===== src/rtl/acq_pkg.sv =====
package acq_pkg;
  typedef enum logic [2:0] {
    ST_IDLE = 3'd0,
    ST_PRE  = 3'd1,
    ST_WAIT = 3'd2,
    ST_SAMP = 3'd3,
    ST_POST = 3'd4,
    ST_DONE = 3'd5
  } acq_state_e;

  localparam int unsigned IRQ_N       = 8;
  localparam int unsigned EV_SAMPLE   = 0;
  localparam int unsigned EV_THRESH   = 1;
  localparam int unsigned EV_PRE_FULL = 2;
  localparam int unsigned EV_START    = 3;
  localparam int unsigned EV_STOP     = 4;
  localparam int unsigned EV_POST_END = 5;
  localparam int unsigned EV_COMPLETE = 6;
  localparam int unsigned EV_TICK     = 7;

  localparam logic [2:0] A_CMD  = 3'd0;
  localparam logic [2:0] A_DIV  = 3'd1;
  localparam logic [2:0] A_DCNT = 3'd2;
  localparam logic [2:0] A_PRE  = 3'd3;
  localparam logic [2:0] A_POST = 3'd4;
  localparam logic [2:0] A_SCNT = 3'd5;
  localparam logic [2:0] A_IEN  = 3'd6;
  localparam logic [2:0] A_ISTS = 3'd7;
endpackage


===== src/rtl/acq_pacer.sv =====
module acq_pacer #(
  parameter int unsigned DIV_W = 16
) (
  input  logic             clk_i,
  input  logic             rst_ni,
  input  logic [DIV_W-1:0] div_i,
  output logic [DIV_W-1:0] cnt_o,
  output logic             tick_o
);
  logic [DIV_W-1:0] cnt_q;

  assign tick_o = (cnt_q == '0);
  assign cnt_o  = cnt_q;

  always_ff @(posedge clk_i or negedge rst_ni) begin
    if (!rst_ni)     cnt_q <= '0;
    else if (tick_o) cnt_q <= div_i;
    else             cnt_q <= cnt_q - 1'b1;
  end

  p_reload_r1: assert property (@(posedge clk_i) disable iff (!rst_ni)
    (cnt_q == '0) |=> (cnt_q == $past(div_i)));
  p_count_down_r1: assert property (@(posedge clk_i) disable iff (!rst_ni)
    (cnt_q != '0) |=> (cnt_q == $past(cnt_q) - 1'b1));
endmodule


===== src/rtl/acq_fsm.sv =====
module acq_fsm
  import acq_pkg::*;
#(
  parameter int unsigned WIN_W = 16,
  parameter int unsigned CNT_W = 32
) (
  input  logic             clk_i,
  input  logic             rst_ni,
  input  logic             tick_i,
  input  logic             arm_i,
  input  logic             start_i,
  input  logic             stop_i,
  input  logic             fifo_empty_i,
  input  logic [WIN_W-1:0] pre_len_i,
  input  logic [WIN_W-1:0] post_len_i,
  output acq_state_e       state_o,
  output logic [CNT_W-1:0] sample_cnt_o,
  output logic             ev_sample_o,
  output logic             ev_pre_full_o,
  output logic             ev_start_o,
  output logic             ev_stop_o,
  output logic             ev_post_end_o,
  output logic             ev_complete_o
);
  acq_state_e       state_q, state_d;
  logic [WIN_W-1:0] win_q, win_d;
  logic [CNT_W-1:0] scnt_q;
  logic [WIN_W:0]   win_inc;
  logic             in_window, strobe;

  assign in_window = (state_q == ST_PRE) || (state_q == ST_SAMP) || (state_q == ST_POST);
  assign strobe    = tick_i && in_window;
  assign win_inc   = {1'b0, win_q} + 1'b1;

  always_comb begin
    state_d       = state_q;
    win_d         = win_q;
    ev_pre_full_o = 1'b0;
    ev_start_o    = 1'b0;
    ev_stop_o     = 1'b0;
    ev_post_end_o = 1'b0;
    unique case (state_q)
      ST_IDLE, ST_DONE: if (arm_i) begin
        win_d   = '0;
        state_d = (pre_len_i == '0) ? ST_WAIT : ST_PRE;
      end
      ST_PRE: if (strobe) begin
        if (win_inc >= {1'b0, pre_len_i}) begin
          state_d       = ST_WAIT;
          ev_pre_full_o = 1'b1;
        end else win_d = win_inc[WIN_W-1:0];
      end
      ST_WAIT: if (start_i) begin
        state_d    = ST_SAMP;
        ev_start_o = 1'b1;
      end
      ST_SAMP: if (stop_i) begin
        ev_stop_o = 1'b1;
        win_d     = '0;
        if (post_len_i == '0) begin
          state_d       = ST_DONE;
          ev_post_end_o = 1'b1;
        end else state_d = ST_POST;
      end
      ST_POST: if (strobe) begin
        if (win_inc >= {1'b0, post_len_i}) begin
          state_d       = ST_DONE;
          ev_post_end_o = 1'b1;
        end else win_d = win_inc[WIN_W-1:0];
      end
      default: state_d = ST_IDLE;
    endcase
  end

  always_ff @(posedge clk_i or negedge rst_ni) begin
    if (!rst_ni) begin
      state_q <= ST_IDLE;
      win_q   <= '0;
      scnt_q  <= '0;
    end else begin
      state_q <= state_d;
      win_q   <= win_d;
      if (strobe) scnt_q <= scnt_q + 1'b1;
    end
  end

  assign state_o       = state_q;
  assign sample_cnt_o  = scnt_q;
  assign ev_sample_o   = strobe;
  assign ev_complete_o = (state_q == ST_DONE) && fifo_empty_i;

  p_hold_total_r7: assert property (@(posedge clk_i) disable iff (!rst_ni)
    !in_window |=> $stable(scnt_q));
  p_no_early_start_r4: assert property (@(posedge clk_i) disable iff (!rst_ni)
    (state_q == ST_PRE) |=> (state_q != ST_SAMP));
  p_post_hold_r6: assert property (@(posedge clk_i) disable iff (!rst_ni)
    (state_q == ST_POST && !tick_i) |=> (state_q == ST_POST));
  p_arm_ignored_r3: assert property (@(posedge clk_i) disable iff (!rst_ni)
    (state_q == ST_SAMP && !stop_i) |=> (state_q == ST_SAMP));
endmodule


===== src/rtl/acq_irq.sv =====
module acq_irq
  import acq_pkg::*;
(
  input  logic             clk_i,
  input  logic             rst_ni,
  input  logic [IRQ_N-1:0] ev_i,
  input  logic [IRQ_N-1:0] clr_i,
  input  logic             en_we_i,
  input  logic [IRQ_N-1:0] en_wdata_i,
  output logic [IRQ_N-1:0] en_o,
  output logic [IRQ_N-1:0] stat_o,
  output logic             irq_o
);
  logic [IRQ_N-1:0] stat_q, en_q;

  always_ff @(posedge clk_i or negedge rst_ni) begin
    if (!rst_ni) begin
      stat_q <= '0;
      en_q   <= '0;
    end else begin
      stat_q <= (stat_q & ~clr_i) | ev_i;  // set wins
      if (en_we_i) en_q <= en_wdata_i;
    end
  end

  assign stat_o = stat_q;
  assign en_o   = en_q;
  assign irq_o  = |(stat_q & en_q);

  p_set_wins_r9: assert property (@(posedge clk_i) disable iff (!rst_ni)
    1'b1 |=> ((stat_q & $past(ev_i)) == $past(ev_i)));
  p_clear_r9: assert property (@(posedge clk_i) disable iff (!rst_ni)
    1'b1 |=> ((stat_q & $past(clr_i & ~ev_i)) == '0));
  p_sticky_r9: assert property (@(posedge clk_i) disable iff (!rst_ni)
    1'b1 |=> ((stat_q & $past(stat_q & ~clr_i)) == $past(stat_q & ~clr_i)));
endmodule


===== src/rtl/acq_capture_seq.sv =====
module acq_capture_seq
  import acq_pkg::*;
#(
  parameter int unsigned DATA_W = 32,
  parameter int unsigned DIV_W  = 16,
  parameter int unsigned WIN_W  = 16,
  parameter int unsigned CNT_W  = 32
) (
  input  logic              clk_i,
  input  logic              rst_ni,
  input  logic              wr_en_i,
  input  logic [2:0]        wr_addr_i,
  input  logic [DATA_W-1:0] wr_data_i,
  input  logic [2:0]        rd_addr_i,
  output logic [DATA_W-1:0] rd_data_o,
  input  logic              start_i,
  input  logic              stop_i,
  input  logic              fifo_empty_i,
  input  logic              thresh_i,
  output logic              irq_o
);
  logic [DIV_W-1:0] div_q, dcnt;
  logic [WIN_W-1:0] pre_q, post_q;
  logic [CNT_W-1:0] scnt;
  logic [IRQ_N-1:0] ev, clr, en, stat;
  logic             tick, arm;
  acq_state_e       state;

  assign arm = wr_en_i && (wr_addr_i == A_CMD) && wr_data_i[0];
  assign clr = (wr_en_i && (wr_addr_i == A_ISTS)) ? wr_data_i[IRQ_N-1:0] : '0;

  always_ff @(posedge clk_i or negedge rst_ni) begin
    if (!rst_ni) begin
      div_q  <= '0;
      pre_q  <= '0;
      post_q <= '0;
    end else if (wr_en_i) begin
      if (wr_addr_i == A_DIV)  div_q  <= wr_data_i[DIV_W-1:0];
      if (wr_addr_i == A_PRE)  pre_q  <= wr_data_i[WIN_W-1:0];
      if (wr_addr_i == A_POST) post_q <= wr_data_i[WIN_W-1:0];
    end
  end

  acq_pacer #(.DIV_W(DIV_W)) u_pacer (
    .clk_i, .rst_ni, .div_i(div_q), .cnt_o(dcnt), .tick_o(tick)
  );

  acq_fsm #(.WIN_W(WIN_W), .CNT_W(CNT_W)) u_fsm (
    .clk_i, .rst_ni,
    .tick_i        (tick),
    .arm_i         (arm),
    .start_i,
    .stop_i,
    .fifo_empty_i,
    .pre_len_i     (pre_q),
    .post_len_i    (post_q),
    .state_o       (state),
    .sample_cnt_o  (scnt),
    .ev_sample_o   (ev[EV_SAMPLE]),
    .ev_pre_full_o (ev[EV_PRE_FULL]),
    .ev_start_o    (ev[EV_START]),
    .ev_stop_o     (ev[EV_STOP]),
    .ev_post_end_o (ev[EV_POST_END]),
    .ev_complete_o (ev[EV_COMPLETE])
  );

  assign ev[EV_THRESH] = thresh_i;
  assign ev[EV_TICK]   = tick;

  acq_irq u_irq (
    .clk_i, .rst_ni,
    .ev_i       (ev),
    .clr_i      (clr),
    .en_we_i    (wr_en_i && (wr_addr_i == A_IEN)),
    .en_wdata_i (wr_data_i[IRQ_N-1:0]),
    .en_o       (en),
    .stat_o     (stat),
    .irq_o
  );

  always_comb begin
    rd_data_o = '0;
    unique case (rd_addr_i)
      A_CMD:   rd_data_o[2:0]       = state;
      A_DIV:   rd_data_o[DIV_W-1:0] = div_q;
      A_DCNT:  rd_data_o[DIV_W-1:0] = dcnt;
      A_PRE:   rd_data_o[WIN_W-1:0] = pre_q;
      A_POST:  rd_data_o[WIN_W-1:0] = post_q;
      A_SCNT:  rd_data_o[CNT_W-1:0] = scnt;
      A_IEN:   rd_data_o[IRQ_N-1:0] = en;
      default: rd_data_o[IRQ_N-1:0] = stat;
    endcase
  end

  p_irq_gated_r10: assert property (@(posedge clk_i) disable iff (!rst_ni)
    (wr_en_i && wr_addr_i == A_IEN && wr_data_i[IRQ_N-1:0] == '0) |=> !irq_o);
  p_stop_leaves_samp_r5: assert property (@(posedge clk_i) disable iff (!rst_ni)
    (state == ST_SAMP && stop_i) |=> (state == ST_POST || state == ST_DONE));
endmodule


===== config.mk =====
export PLATFORM = sky130hd
export DESIGN_NAME = acq_capture_seq
export DESIGN_NICKNAME = d
export VERILOG_FILES = /design/src/rtl/acq_pkg.sv /design/src/rtl/acq_pacer.sv /design/src/rtl/acq_fsm.sv /design/src/rtl/acq_irq.sv /design/src/rtl/acq_capture_seq.sv
export SDC_FILE = /design/constraint.sdc
export NUM_CORES = 1
export LEC_CHECK = 0
export ABC_AREA = 1
export BUFFER_PORTS_ARGS = -buffer_cell sky130_fd_sc_hd__buf_2
export CAP_MARGIN = 40
export CORE_MARGIN = 4
export CORE_UTILIZATION = 55
export DETAILED_ROUTE_END_ITERATION = 10
export GPL_ROUTABILITY_DRIVEN = 0
export PLACE_DENSITY = 0.78
export SLEW_MARGIN = 20
export SYNTH_ARGS = -nofsm -noshare
export SYNTH_HDL_FRONTEND = slang
export SYNTH_HIERARCHICAL = 1
export SYNTH_SLANG_ARGS = --single-unit

===== constraint.sdc =====
create_clock -name clk_i -period 7.4 [get_ports clk_i]
set_input_delay 2.22 -clock clk_i [delete_from_list [all_inputs] [get_ports clk_i]]
set_output_delay 2.22 -clock clk_i [all_outputs]
set_load 0.01 [all_outputs]

## Yosys cells after proc, flatten, opt, wreduce, memory -nomap -nowiden

Cells that the tools add are included.

- Register bits after elaboration: 131
- Bits in latches: 0
- Bits in writable memories: 0
- ROM bits: 0
- Bits of input ports: 45
- Output and inout port bits: 33
- Word-level logic and storage cells: 100
- Memories kept: 0

- Add/subtract/negate cells: 3
- Multipliers: 0
- Divide/modulo/power cells: 0
- Order comparisons: 2
- Equal/unequal tests: 25
- Shifts and indexed selects: 0
- Muxes and demuxes: 35
- Bitwise gates (word level): 4
- Reduce and logical (&&, ||, !) cells: 22

Operator list:

| kind | number |
|---|---|
| $mux W16 | 8 |
| $pmux W16 S4 | 1 |
| $logic_not A16 Y1 | 3 |
| $pmux W8 S5 | 1 |
| $pmux W5 S7 | 1 |
| $ge A17 B16 Y1 | 2 |
| $add A32 B1 Y32 const B | 1 |
| $eq A3 B3 Y1 const B | 8 |
| $mux W3 | 7 |
| $pmux W3 S7 | 1 |
| $add A16 B1 Y17 const B | 1 |
| $and A8 B8 Y8 | 2 |
| $sub A16 B1 Y16 const B | 1 |
| $eq A3 B2 Y1 const B | 5 |
| $pmux W3 S5 | 1 |
| $ne A2 B2 Y1 const B | 7 |
| $reduce_and A7 Y1 | 2 |
| $mux W1 | 12 |
| $eq A3 B1 Y1 const B | 3 |
| $logic_not A3 Y1 | 3 |
| $mux W8 | 1 |
| $not A8 Y8 | 1 |
| $or A8 B8 Y8 | 1 |
| $reduce_or A8 Y1 | 1 |
| other kinds (8) | 17 |

## Logic depth before layout (Yosys ltp)

- Depth after elaboration: 7
- Depth in mapped cells: 20
- Depth with buffers taken out: 19

## By module

Netlist, hierarchy kept.

By module, submodules not included:

| module | times used | cells an instance | area each (µm²) | seq. area each (µm²) |
|---|---|---|---|---|
| acq_fsm | 1 | 580 | 4110.2 | 1276.2 |
| acq_capture_seq | 1 | 433 | 2951.6 | 1201.2 |
| acq_pacer | 1 | 153 | 1058.5 | 400.4 |
| acq_irq | 1 | 72 | 658.1 | 400.4 |

## Worst setup path before layout

Ideal clock, no wire load.

- Kind: input to output
- Start: input port rd_addr_i[0]
- End: output port rd_data_o[4]
- Arrival: 3040 ps
- Data required time: 5180 ps
- Slack: 2140 ps
- Stages: 7
- Buffers on the path: 2
- Cells stage by stage: buf_4 -> inv_4 -> nand3_2 -> buf_4 -> o21ai_0 -> inv_1 -> nand3_1

- Word-level cells in the longest chain between the ends: 2
- Elaborated cells on any way between the ends: 8
- Those cells by class: eq/ne: 6; mux: 1; reduce/logical: 1

Ends and longest elaborated chain:

| element | RTL line | source |
|---|---|---|
| from (decl) | acq_capture_seq.sv:14 | `input logic [2:0] rd_addr_i,` |
| $eq A3 B3 Y1 (tied with other cells) | acq_capture_seq.sv:83 | `unique case (rd_addr_i)` |
| $pmux W5 S7 (*) | acq_capture_seq.sv:83 |  |
| to (decl) | acq_capture_seq.sv:15 | `output logic [DATA_W-1:0] rd_data_o,` |

Every way passes the cells marked *; elsewhere a longest branch is shown, timed or not.

## Worst setup path in the final report

- Start: input port rd_addr_i[0]
- End: output port rd_data_o[8]

- Word-level cells in the longest chain between the ends: 2
- Elaborated cells on any way between the ends: 6
- Those cells by class: eq/ne: 5; mux: 1

Ends and longest elaborated chain:

| element | RTL line |
|---|---|
| $eq A3 B3 Y1 (tied with other cells) | acq_capture_seq.sv:83 |
| $pmux W8 S5 (*) | acq_capture_seq.sv:83 |

Marks and branches as above.

==> metrics.yaml <==
timing:
  slew_violations: 0
  worst_pin_slew_ns: 0.754
  timing.final.crit_share: 0.837
  slew-limit-headroom: 0.497
  rsz0062_at_grt: "no"
  skew_ns: 0.00676
  finalHoldViolCount: 0
  min_period_ns: 6.19
  fin_tns_setup_ns: 0
  max_freq_ghz: 0.162
  setup_viol: 0
floorplanning:
  rows: 45
  dieArea_sq_um: 18000
  start_util: 0.569
  core_sq_um: 15400
  die-width_um: 134
  die_h_um: 134
  ios: 78
cts:
  cts_resized: 0
  path_clk_slew_ns: 0.05
  tritoncts: "built"
  clock_latency_ns: 0.42
  ctsHoldBuffers: 0
  clkSinkCount: 131
  cts-root-buf: "clkbuf_16"
  ctsLongestPathBuffers: 2
  cts_buffers: 17
  htreeDepth: 4
  cts_setup_buffers: 0
critical_path:
  max_stage_delay_ns: 0.58
  crit_buf_inv: 4
  end_kind: "output port"
  cp.arrival_ns: 3.97
  rr_startpoint: "u_fsm/win_q[0]"
  path_class: "in -> out"
  cp_max_fo: 34
  reg2reg_slack_ns: 3.94
  crit_chain: "buf_2, nand3_2, inv_2, nand2_1, nand2_1, inv_1, nand3_1, buf_2"
  r2r-end: "u_fsm/win_q[5]"
  cpMaxStageDelayCell: "buf_2"
  cp-start-kind: "primary input"
  crit_family: "buffers and inverters"
  ff2ff_path_depth: 18
  cp.required_ns: 5.18
placed_design:
  io_buffers: 61
  dp_hpwl_mm: 17.2
finish:
  multiInputGateArea_sq_um: 4570
  area_growth_pct: 11.7
  drive_gt1_frac: 0.117
  fillers: 1393
  finalNetCount: 1373
  diodes: 0
  final-seq-area_sq_um: 3280
min_path:
  whs_endpoint: "u_fsm/win_q[3]"
  hold_path_class: "reg -> reg"
  min_from: "u_fsm/win_q[3]"
  worstHoldPathCells: 2
yosys:
  synth.top_cell.area_share: 0.373
  netlist_instances: 1238
  seq_area_frac_synth: 0.373
  async_reset_ff_frac: 1.00
  yosysTopAreaCell: "dfrtp_1"
  synth-seq-cells: 131
  synth.distinct_cells: 43
  syn_area_per_cell_sq_um: 7.09
  syn_nets: 1319
  ys_top_cells_by_area: "dfrtp_1 (37%), nand2_1 (15%), inv_1 (7.8%)"
  syn-cell-area_sq_um: 8780
  synth_warnings: 6
  synth.most_common_cell: "nand2_1"
  yosys-top-cells-count: "nand2_1 (362), inv_1 (182), dfrtp_1 (131), nor2_1 (131), nand3_1 (70)"
  synth_ff_type: "dfrtp_1"
  synth_edf_count: 0
routing:
  wl_per_cell_um: 15.4
  via_per_inst: 5.49
  ant_nets: 0
  drc: 0
  wl_mm: 23.4
  vias: 8324
  first_pass_iters: 6
  dr.first_iter.drc_count: 818
run_status:
  status: "completed"
power_and_ir_drop:
  finalPower_mw: 2.56
  peakVddDrop_uv: 238
  leakage_nw: 5.20
  cellPowerDensity_nw_per_um2: 261
global_route:
  grt_usage: 0.265
  antenna_found_initial: 0
  grt_max_degree: 81
  overflow: 0
  grt_pass1_wl_mm: 38.6
  grt_pass1_vias: 7810
run:
  maxCapViolCount: 0
-- through the flow --
stage / instance area, sq um / instances / utilization / hold WS, ns / setup slack [ns]
floorplan: 8780 / 1238 / - / 0.442 / 2.14
global placement: 9170 / 1480 / 0.595 / 0.458 / 1.22
detailed placement: 9210 / 1483 / 0.597 / 0.467 / 1.23
CTS: 9780 / 1515 / 0.634 / 0.479 / 1.19
global route: 9800 / 1516 / 0.635 / 0.514 / 1.00
finish: 9800 / 1516 / 0.635 / 0.472 / 1.21
-- routing by layer --
metal | routed length [um] | vias to the layer above | global-route usage
met5 | 0 | - | 0
met3 | 2050 | 36 | 0.0529
met4 | 424 | 0 | 0.0865
li1 | - | 4054 | -
met2 | 10200 | 375 | 0.390
met1 | 10700 | 3859 | 0.393
-- kinds of logic (layout without fill, tap and decap cells) --
group | count (synthesis) | in the layout | synth area share
AOI/OAI and AO/OA | 112 | 112 | 0.0740
adders and majority gates | 36 | 36 | 0.0513
DFF | 131 | 131 | 0.373
and+or+nand+nor | 689 | 689 | 0.351
xor gates and xnor gates | 45 | 45 | 0.0449
buffers and inverters | 225 | 292 | 0.105
-- worst reg2reg max path: stages, from the launching register on --
cell and delay (ns):
dfrtp_1 0.45, ha_1 0.20, nand2_1 0.09, nor2_2 0.17, nand2_2 0.16, nor2_1 0.13
nand2_1 0.07, xor2_1 0.18, inv_1 0.09, ha_1 0.30, a21o_1 0.17, a21oi_1 0.13
nand2_1 0.08, nor2_1 0.25, nand2_1 0.12, nand2_2 0.32, nand3_4 0.27, nand2_1 0.13
nand2_1 0.05
-- cells in the final DEF, fill, tap and decap left out, drive strengths merged --
cell | Yosys | final
nand2 | 373 | 373
inv | 193 | 193
nor2 | 146 | 146
dfrtp | 131 | 131
nand3 | 75 | 75
o21ai | 74 | 74
buf | 18 | 67
nand4 | 63 | 63
ha | 36 | 36
xor2 | 31 | 31
clkbuf | 14 | 24
nor3 | 20 | 20
a21oi | 16 | 16
xnor2 | 14 | 14
o21bai | 10 | 10
nor4 | 5 | 5
o21a | 4 | 4
clkinv | 0 | 4
clkinvlp | 0 | 4
a21o | 4 | 4
and3 | 3 | 3
nand3b | 2 | 2
o211ai | 2 | 2
a31o | 1 | 1
nor3b | 1 | 1
o32ai | 1 | 1
or2 | 1 | 1
-- registers in the layout, indices dropped and copies added (netlist names) --
signal              count
u_irq/stat_o            8
pre_q                  16
div_q                  16
u_pacer/cnt_o          16
u_fsm/win_q            16
u_irq/en_o              8
u_fsm/sample_cnt_o     32
post_q                 16
u_fsm/state_o           3
-- worst max path at each step --
| stage | from | to | cells after the start |
|---|---|---|---|
| 2_1_floorplan | rd_addr_i[0] | rd_data_o[4] | 7 |
| 3_3_place_gp | rd_addr_i[0] | rd_data_o[8] | 8 |
| 3_5_place_dp | rd_addr_i[0] | rd_data_o[12] | 8 |
| 4_1_cts | rd_addr_i[0] | rd_data_o[12] | 8 |
| 5_1_grt | rd_addr_i[0] | rd_data_o[8] | 8 |
| 6_report | rd_addr_i[0] | rd_data_o[8] | 8 |
-- where the power goes --
part / total, mW / switching [mW] / leakage (nW) / internal, mW
clock network: 0.793 / 0.314 / 0.270 / 0.479
registers: 0.999 / 0.154 / 1.70 / 0.845
logic: 0.767 / 0.513 / 3.24 / 0.254
total: 2.56 / 0.980 / 5.20 / 1.58
-- cell type report --
type | instances | share of cell area
multi-input cells | 882 | 0.467
clock inverters | 8 | 0.00511
repair buffers | 67 | 0.0403
flip-flops and latches | 131 | 0.334
clock buffers | 24 | 0.0522
well taps | 211 | 0.0269
inverters | 193 | 0.0744
Note: power is estimated with default switching activity, not from simulation.
